## config.mk

```make
export PLATFORM = sky130hd
export DESIGN_NAME = tri_timer
export DESIGN_NICKNAME = d
export VERILOG_FILES = /design/src/rtl/tri_timer_pkg.sv /design/src/rtl/tmr_prescaler.sv /design/src/rtl/tmr_channel.sv /design/src/rtl/tri_timer.sv
export SDC_FILE = /design/constraint.sdc
export NUM_CORES = 1
export LEC_CHECK = 0
export BUFFER_PORTS_ARGS = -buffer_cell sky130_fd_sc_hd__buf_2
export CAP_MARGIN = 15
export CORE_ASPECT_RATIO = 1.25
export CORE_UTILIZATION = 55
export CTS_CLUSTER_DIAMETER = 40
export CTS_CLUSTER_SIZE = 12
export DETAILED_ROUTE_END_ITERATION = 6
export PLACE_DENSITY_LB_ADDON = 0.2
export SLEW_MARGIN = 0
export SYNTH_ARGS = -nofsm -noshare
export SYNTH_HDL_FRONTEND = slang
export SYNTH_HIERARCHICAL = 1
export SYNTH_SLANG_ARGS = --single-unit
```

## constraint.sdc

```tcl
create_clock -name clk -period 7.8 [get_ports clk]
set_input_delay 0.78 -clock clk [delete_from_list [all_inputs] [get_ports clk]]
set_output_delay 0.78 -clock clk [all_outputs]
set_load 0.01 [all_outputs]
```

## src/rtl/tri_timer_pkg.sv

```systemverilog
package tri_timer_pkg;

  // Bank bases of each register kind and the step between channels
  localparam int unsigned BASE_CLK = 32'h00;
  localparam int unsigned BASE_CTL = 32'h0C;
  localparam int unsigned BASE_CNT = 32'h18;
  localparam int unsigned BASE_LIM = 32'h24;
  localparam int unsigned BASE_STS = 32'h54;
  localparam int unsigned BASE_MSK = 32'h60;
  localparam int unsigned CH_STEP  = 4;

  // Bit of the control word that zeroes the count
  localparam int unsigned CTL_ZERO_BIT = 4;

  typedef enum logic [2:0] {
    RK_NONE,
    RK_CLK,
    RK_CTL,
    RK_CNT,
    RK_LIM,
    RK_STS,
    RK_MSK
  } reg_kind_e;

  // Stored control bits; packed order puts halt in bit 0, mode in bit 1
  typedef struct packed {
    logic lim_mode;
    logic halt;
  } ctl_t;

endpackage

```

## src/rtl/tmr_prescaler.sv

```systemverilog
module tmr_prescaler #(
  parameter int EXP_W = 4
) (
  input  logic             clk,
  input  logic             rst_n,
  input  logic             clr,
  input  logic             div_en,
  input  logic [EXP_W-1:0] div_exp,
  output logic             tick
);
  localparam int PHASE_W = 2 ** EXP_W;

  logic [PHASE_W-1:0] phase_q;
  logic [PHASE_W-1:0] phase_d;
  logic [PHASE_W-1:0] mask;

  always_comb begin
    mask    = ~({PHASE_W{1'b1}} << (32'(div_exp) + 32'd1));
    tick    = div_en ? ((phase_q & mask) == mask) : 1'b1;
    phase_d = clr ? '0 : phase_q + 1'b1;
  end

  always_ff @(posedge clk or negedge rst_n) begin
    if (!rst_n) phase_q <= '0;
    else        phase_q <= phase_d;
  end


  div_no_back_to_back_chk: assert property (@(posedge clk) disable iff (!rst_n)
    (tick && div_en) |=> !(tick && div_en && $stable(div_exp)));

endmodule

```

## src/rtl/tmr_channel.sv

```systemverilog
module tmr_channel
  import tri_timer_pkg::*;
#(
  parameter int CH_IDX = 0,
  parameter int CNT_W  = 16,
  parameter int ADDR_W = 8,
  parameter int EXP_W  = 4
) (
  input  logic              clk,
  input  logic              rst_n,
  input  logic [ADDR_W-1:0] bus_addr,
  input  logic              bus_wr,
  input  logic              bus_rd,
  input  logic [CNT_W-1:0]  bus_wdata,
  output logic [CNT_W-1:0]  rd_data,
  output logic              irq
);
  localparam logic [ADDR_W-1:0] A_CLK = ADDR_W'(BASE_CLK + CH_STEP * CH_IDX);
  localparam logic [ADDR_W-1:0] A_CTL = ADDR_W'(BASE_CTL + CH_STEP * CH_IDX);
  localparam logic [ADDR_W-1:0] A_CNT = ADDR_W'(BASE_CNT + CH_STEP * CH_IDX);
  localparam logic [ADDR_W-1:0] A_LIM = ADDR_W'(BASE_LIM + CH_STEP * CH_IDX);
  localparam logic [ADDR_W-1:0] A_STS = ADDR_W'(BASE_STS + CH_STEP * CH_IDX);
  localparam logic [ADDR_W-1:0] A_MSK = ADDR_W'(BASE_MSK + CH_STEP * CH_IDX);
  localparam logic [CNT_W-1:0]  CNT_TOP = '1;

  reg_kind_e        kind;
  logic [EXP_W:0]   clk_q, clk_d;
  ctl_t             ctl_q, ctl_d;
  logic [CNT_W-1:0] cnt_q, cnt_d;
  logic [CNT_W-1:0] lim_q, lim_d;
  logic [1:0]       sts_q, sts_d;
  logic [1:0]       msk_q, msk_d;
  logic             we_clk, we_ctl, we_lim, we_msk;
  logic             zero_wr, sts_ack;
  logic             tick, evt_lim, evt_top;

  // Address decode for this channel
  always_comb begin
    if      (bus_addr == A_CLK) kind = RK_CLK;
    else if (bus_addr == A_CTL) kind = RK_CTL;
    else if (bus_addr == A_CNT) kind = RK_CNT;
    else if (bus_addr == A_LIM) kind = RK_LIM;
    else if (bus_addr == A_STS) kind = RK_STS;
    else if (bus_addr == A_MSK) kind = RK_MSK;
    else                        kind = RK_NONE;
  end

  assign we_clk  = bus_wr && (kind == RK_CLK);
  assign we_ctl  = bus_wr && (kind == RK_CTL);
  assign we_lim  = bus_wr && (kind == RK_LIM);
  assign we_msk  = bus_wr && (kind == RK_MSK);
  assign zero_wr = we_ctl && bus_wdata[CTL_ZERO_BIT];
  assign sts_ack = bus_rd && (kind == RK_STS);

  tmr_prescaler #(.EXP_W(EXP_W)) u_div (
    .clk     (clk),
    .rst_n   (rst_n),
    .clr     (ctl_q.halt || zero_wr),
    .div_en  (clk_q[0]),
    .div_exp (clk_q[EXP_W:1]),
    .tick    (tick)
  );

  // Configuration next state
  always_comb begin
    clk_d = we_clk ? bus_wdata[EXP_W:0] : clk_q;
    ctl_d = ctl_q;
    if (we_ctl) begin
      ctl_d.halt     = bus_wdata[0];
      ctl_d.lim_mode = bus_wdata[1];
    end
    lim_d = we_lim ? bus_wdata : lim_q;
    msk_d = we_msk ? bus_wdata[1:0] : msk_q;
  end

  // Count next state and events
  always_comb begin
    cnt_d   = cnt_q;
    evt_lim = 1'b0;
    evt_top = 1'b0;
    if (zero_wr) begin
      cnt_d = '0;
    end else if (!ctl_q.halt && tick) begin
      if (ctl_q.lim_mode && (cnt_q == lim_q)) begin
        cnt_d   = '0;
        evt_lim = 1'b1;
      end else if (cnt_q == CNT_TOP) begin
        cnt_d   = '0;
        evt_top = !ctl_q.lim_mode;
      end else begin
        cnt_d = cnt_q + 1'b1;
      end
    end
    sts_d = (sts_ack ? 2'b00 : sts_q) | {evt_top, evt_lim};
  end

  always_ff @(posedge clk or negedge rst_n) begin
    if (!rst_n) begin
      clk_q <= '0;
      ctl_q <= '{lim_mode: 1'b0, halt: 1'b1};
      cnt_q <= '0;
      lim_q <= '1;
      sts_q <= '0;
      msk_q <= '0;
    end else begin
      clk_q <= clk_d;
      ctl_q <= ctl_d;
      cnt_q <= cnt_d;
      lim_q <= lim_d;
      sts_q <= sts_d;
      msk_q <= msk_d;
    end
  end

  assign irq = |(sts_q & msk_q);

  always_comb begin
    case (kind)
      RK_CLK:  rd_data = CNT_W'(clk_q);
      RK_CTL:  rd_data = CNT_W'(ctl_q);
      RK_CNT:  rd_data = cnt_q;
      RK_LIM:  rd_data = lim_q;
      RK_STS:  rd_data = CNT_W'(sts_q);
      RK_MSK:  rd_data = CNT_W'(msk_q);
      default: rd_data = '0;
    endcase
  end


  halt_holds_count_chk: assert property (@(posedge clk) disable iff (!rst_n)
    (ctl_q.halt && !we_ctl) |=> $stable(cnt_q));


  zero_write_clears_chk: assert property (@(posedge clk) disable iff (!rst_n)
    zero_wr |=> (cnt_q == '0));


  lim_flag_needs_mode_chk: assert property (@(posedge clk) disable iff (!rst_n)
    $rose(sts_q[0]) |-> $past(ctl_q.lim_mode));


  ack_clears_status_chk: assert property (@(posedge clk) disable iff (!rst_n)
    (sts_ack && !tick) |=> (sts_q == 2'b00));

endmodule

```

## src/rtl/tri_timer.sv

```systemverilog
module tri_timer #(
  parameter int NUM_CH = 3,
  parameter int CNT_W  = 16,
  parameter int ADDR_W = 8,
  parameter int EXP_W  = 4
) (
  input  logic              clk,
  input  logic              rst_n,
  input  logic [ADDR_W-1:0] reg_addr,
  input  logic              reg_wr,
  input  logic              reg_rd,
  input  logic [CNT_W-1:0]  reg_wdata,
  output logic [CNT_W-1:0]  reg_rdata,
  output logic [NUM_CH-1:0] irq
);
  logic [1:0]       rst_sync_q;
  logic             core_rst_n;
  logic [CNT_W-1:0] ch_rd [NUM_CH];

  // Asynchronous assert, synchronous release
  always_ff @(posedge clk or negedge rst_n) begin
    if (!rst_n) rst_sync_q <= 2'b00;
    else        rst_sync_q <= {rst_sync_q[0], 1'b1};
  end
  assign core_rst_n = rst_sync_q[1];

  for (genvar g = 0; g < NUM_CH; g++) begin : g_ch
    tmr_channel #(
      .CH_IDX (g),
      .CNT_W  (CNT_W),
      .ADDR_W (ADDR_W),
      .EXP_W  (EXP_W)
    ) u_ch (
      .clk       (clk),
      .rst_n     (core_rst_n),
      .bus_addr  (reg_addr),
      .bus_wr    (reg_wr),
      .bus_rd    (reg_rd),
      .bus_wdata (reg_wdata),
      .rd_data   (ch_rd[g]),
      .irq       (irq[g])
    );
  end

  // Only the addressed channel drives non-zero data
  always_comb begin
    reg_rdata = '0;
    for (int i = 0; i < NUM_CH; i++) reg_rdata = reg_rdata | ch_rd[i];
  end

endmodule

```

==> summary.log <==
INFO  clock_tree     cts.repair_timing.setup_buffer_count=0
INFO  floorplanning  total_number_of_placement_rows=57
INFO  place          place.gp.congestion=0.975
INFO  pwr            static-leakage-power=0.00532uW
INFO  sta            setup_repair_after_global_routing_missed_its_margin=no
INFO  final_layout   final_layout_size_suffix_gt1_share=22.2%
INFO  global_route   grt_pass1_vias=8446
INFO  drt            drt-initial-drc-count=618
INFO  sta            worst_pin_slew=1.23ns
INFO  yosys          synthesis.area=11000um^2
INFO  drt            wl=28.5mm
INFO  yosys          ys_seq_area_share=41.2%
INFO  clock_tree     clock_tree.htree_level_count=4
INFO  critical_path  worst-setup-path-type=in2out
INFO  yosys          yosys_register_bits=179
INFO  floorplanning  die_x=129um
INFO  final_layout   antennaDiodeCount=0
INFO  global_route   antenna_found_initial=0
INFO  global_route   grt.total_usage=28.9%
INFO  floorplanning  floorplan.die_area=20600um^2
INFO  critical_path  setup.worst_path.start=reg_addr[5]
INFO  final_layout   layout.cells.most_common=dfrtp_1
INFO  final_layout   layout_common_cells=dfrtp_1, nor2_1, nand2_1
INFO  yosys          ys_async_sr_fraction=100%
INFO  place          portBuffers=46
INFO  critical_path  crit-reg2reg-capture=g_ch[1].u_ch/cnt_q[9]
INFO  place          detailed_place_hpwl=20.6mm
INFO  clock_tree     clk_latency=0.43ns
INFO  sta            skew=0.00952ns
INFO  sta            finalMaxSlewViolations=0
INFO  final_layout   synth_to_layout_area_growth=7.82%
INFO  sta            slew-limit-headroom=17.9%
INFO  drt            wl_per_cell=20.5um
INFO  critical_path  worstSetupStartpointType=input pin
INFO  clock_tree     cts_buffer_depth=2
INFO  yosys          net_count_synth=1144
INFO  drt            postRouteAntennaNets=0
INFO  sta            setup_total_negative_slack=0ns
INFO  hold_path      hp-class=in2async
INFO  yosys          synthesis.area_per_instance=10.0um^2
INFO  place          pre_cts_slack=4.04ns
INFO  yosys          yosysWarningCount=6
INFO  critical_path  worst-r2r-setup-slack=3.99ns
INFO  pwr            ir_drop=0.173mV
INFO  sta            hold_viol_final=0
INFO  critical_path  cp_max_fo=16
INFO  sta            setup-violations-final=0
INFO  sta            layout_min_cycle_time=3.84ns
INFO  sta            final.period_utilization=49.2%
INFO  yosys          synth_edf_count=0
INFO  clock_tree     clkTransAtPathRegs=0.07ns
INFO  global_route   grt_overflow=0
INFO  final_layout   num-nets-final=1154
INFO  clock_tree     cts_sinks=179
INFO  global_route   grt_start_max_net_pins=73
INFO  clock_tree     cts_hold_buf=0
INFO  pwr            pwr_density_cell=236nW/um^2
INFO  drt            first_pass_iters=7
INFO  clock_tree     cts_tree=built
INFO  yosys          postSynthCellCount=1101
INFO  floorplanning  die_height=160um
INFO  critical_path  reg2reg_from=g_ch[1].u_ch/clk_q[1]
INFO  drt            num_vias=8709
INFO  floorplanning  initial_core_util=56.4%
INFO  sta            timing.final.ws_setup=3.96ns
INFO  critical_path  timing.critical_path.required=7.02ns
INFO  floorplanning  io_pins=47
INFO  critical_path  cp_data_arrival_time=3.06ns
INFO  job            maxCapViolations=0
INFO  critical_path  r2r_cells=11
INFO  yosys          synthDistinctLibCells=82
INFO  pwr            fin_total_pwr=2800uW
INFO  sta            fmaxAchievable=260MHz
INFO  yosys          most_used_flip_flop_cell_after_synthesis=dfrtp_1
INFO  critical_path  worst_setup_path_end_kind=output pin
INFO  drt            detail_route.vias_per_cell=6.27
INFO  drt            route.detailed.drc=0
INFO  clock_tree     cts_resized=0
INFO  clock_tree     clk_root_buffer_cell=clkbuf_16
INFO  critical_path  critPathCapture=reg_rdata[0]
INFO  outcome        status=finished clean
INFO  floorplanning  floorplan.core_area=19500um^2
INFO  global_route   grt_pass1_wl=45.9mm
INFO  clock_tree     tritoncts.num_buffers=17
synth_stat cells, drive strengths merged, types with 3 or more instances:
cell type / n / area share [%]
and2: 7 / 0.40
o21ai: 24 / 1.2
nand4: 44 / 2.7
a222oi: 9 / 0.82
or4: 3 / 0.24
nand3: 71 / 3.5
and4: 8 / 0.66
a22o: 41 / 3.3
a41o: 4 / 0.36
or3: 25 / 1.4
o21bai: 6 / 0.41
a31oi: 9 / 0.57
or4b: 3 / 0.34
buf: 34 / 2.2
maj3: 3 / 0.27
nand2b: 15 / 0.85
nor4: 25 / 2.1
mux2: 78 / 8.4
a211o: 3 / 0.24
dfrtp: 128 / 29
o22ai: 6 / 0.34
xor2: 62 / 4.9
mux2i: 5 / 0.45
and3: 24 / 1.4
nand2: 91 / 3.2
dfstp: 51 / 12
nor3: 19 / 0.95
nor4b: 3 / 0.30
o31ai: 7 / 0.48
ha: 15 / 1.7
clkbuf: 24 / 0.83
a21oi: 11 / 0.50
and2b: 3 / 0.24
nor2b: 9 / 0.51
nor2: 98 / 3.4
xnor2: 48 / 3.8
o2111ai: 11 / 0.87
nand4b: 3 / 0.30
inv: 24 / 0.82
a2111oi: 7 / 0.65
a22oi: 15 / 1.0
o2bb2ai: 3 / 0.24
power breakdown:
group / switching [uW] / internal, uW
Clock: 418 / 463
Sequential: 294 / 1080
Combinational: 290 / 255
Total: 1000 / 1800
cell families (layout without fill, tap and decap cells):
group | Yosys count | count (layout) | synth area share (%)
other | 1 | 1 | 0.0340
flip-flops | 179 | 179 | 41.2
AO/OA/AOI/OAI | 167 | 167 | 11.9
AND/OR/NAND/NOR | 461 | 461 | 23.3
adder cells (fa/ha/maj) | 18 | 18 | 1.98
buffers and inverters | 82 | 105 | 3.90
multiplexers | 83 | 83 | 8.87
XOR/XNOR | 110 | 110 | 8.74
layer usage:
layer | up-vias | global-route usage [%] | share of wire (%) | routed length [um]
li1 | 4061 | - | - | -
met1 | 4312 | 37.8 | 42 | 12100
met2 | 281 | 47.4 | 49 | 14000
met3 | 55 | 4.29 | 5.1 | 1450
met4 | 0 | 12.0 | 3.3 | 927
met5 | - | 0 | 0 | 0
registers in the layout, indices dropped and copies added (netlist names):
register                 count
g_ch.u_ch/clk_q             15
g_ch.u_ch/cnt_q             48
g_ch.u_ch/ctl_q              6
g_ch.u_ch/lim_q             48
g_ch.u_ch/msk_q              6
g_ch.u_ch/sts_q              6
g_ch.u_ch/u_div/phase_q     48
rst_sync_q                   2
stage by stage:
stage	std cells	hold slack [ns]	utilization, %	area (um^2)
5_1_grt	1389	0.0968	60.8	11900
3_3_place_gp	1357	0.344	57.7	11300
4_1_cts	1389	0.101	60.8	11900
6_report	1389	0.115	60.8	11900
2_1_floorplan	1101	0.331	-	11000
3_5_place_dp	1357	0.341	57.7	11300
worst min path at each step:
stage | startpoint | end | cells after the start
after CTS | rst_n | rst_sync_q[1] | 1
after detailed placement | rst_sync_q[0] | rst_sync_q[1] | 0
after floorplan | rst_sync_q[0] | rst_sync_q[1] | 0
after global placement | rst_sync_q[0] | rst_sync_q[1] | 0
after global routing | rst_n | rst_sync_q[1] | 1
final | rst_n | rst_sync_q[0] | 1
worst max-delay path: stages:
cell	delay, ns
buf_2	0.17
nand2b_1	0.18
nor3_1	0.14
nand3_1	0.10
nor2_1	0.93
a22oi_1	0.25
nand3_1	0.23
or3_1	0.15
buf_2	0.12
final cells by class:
| type | instances | area [um^2] |
|---|---|---|
| clock buffer | 17 | 425 |
| clock inverter | 15 | 188 |
| fill | 1688 | 7660 |
| inverter | 24 | 90.1 |
| multi-input combinational | 840 | 6050 |
| sequential | 179 | 4550 |
| tap | 265 | 332 |
| timing repair buffer | 49 | 253 |
Power figures use the tool's default switching activity.
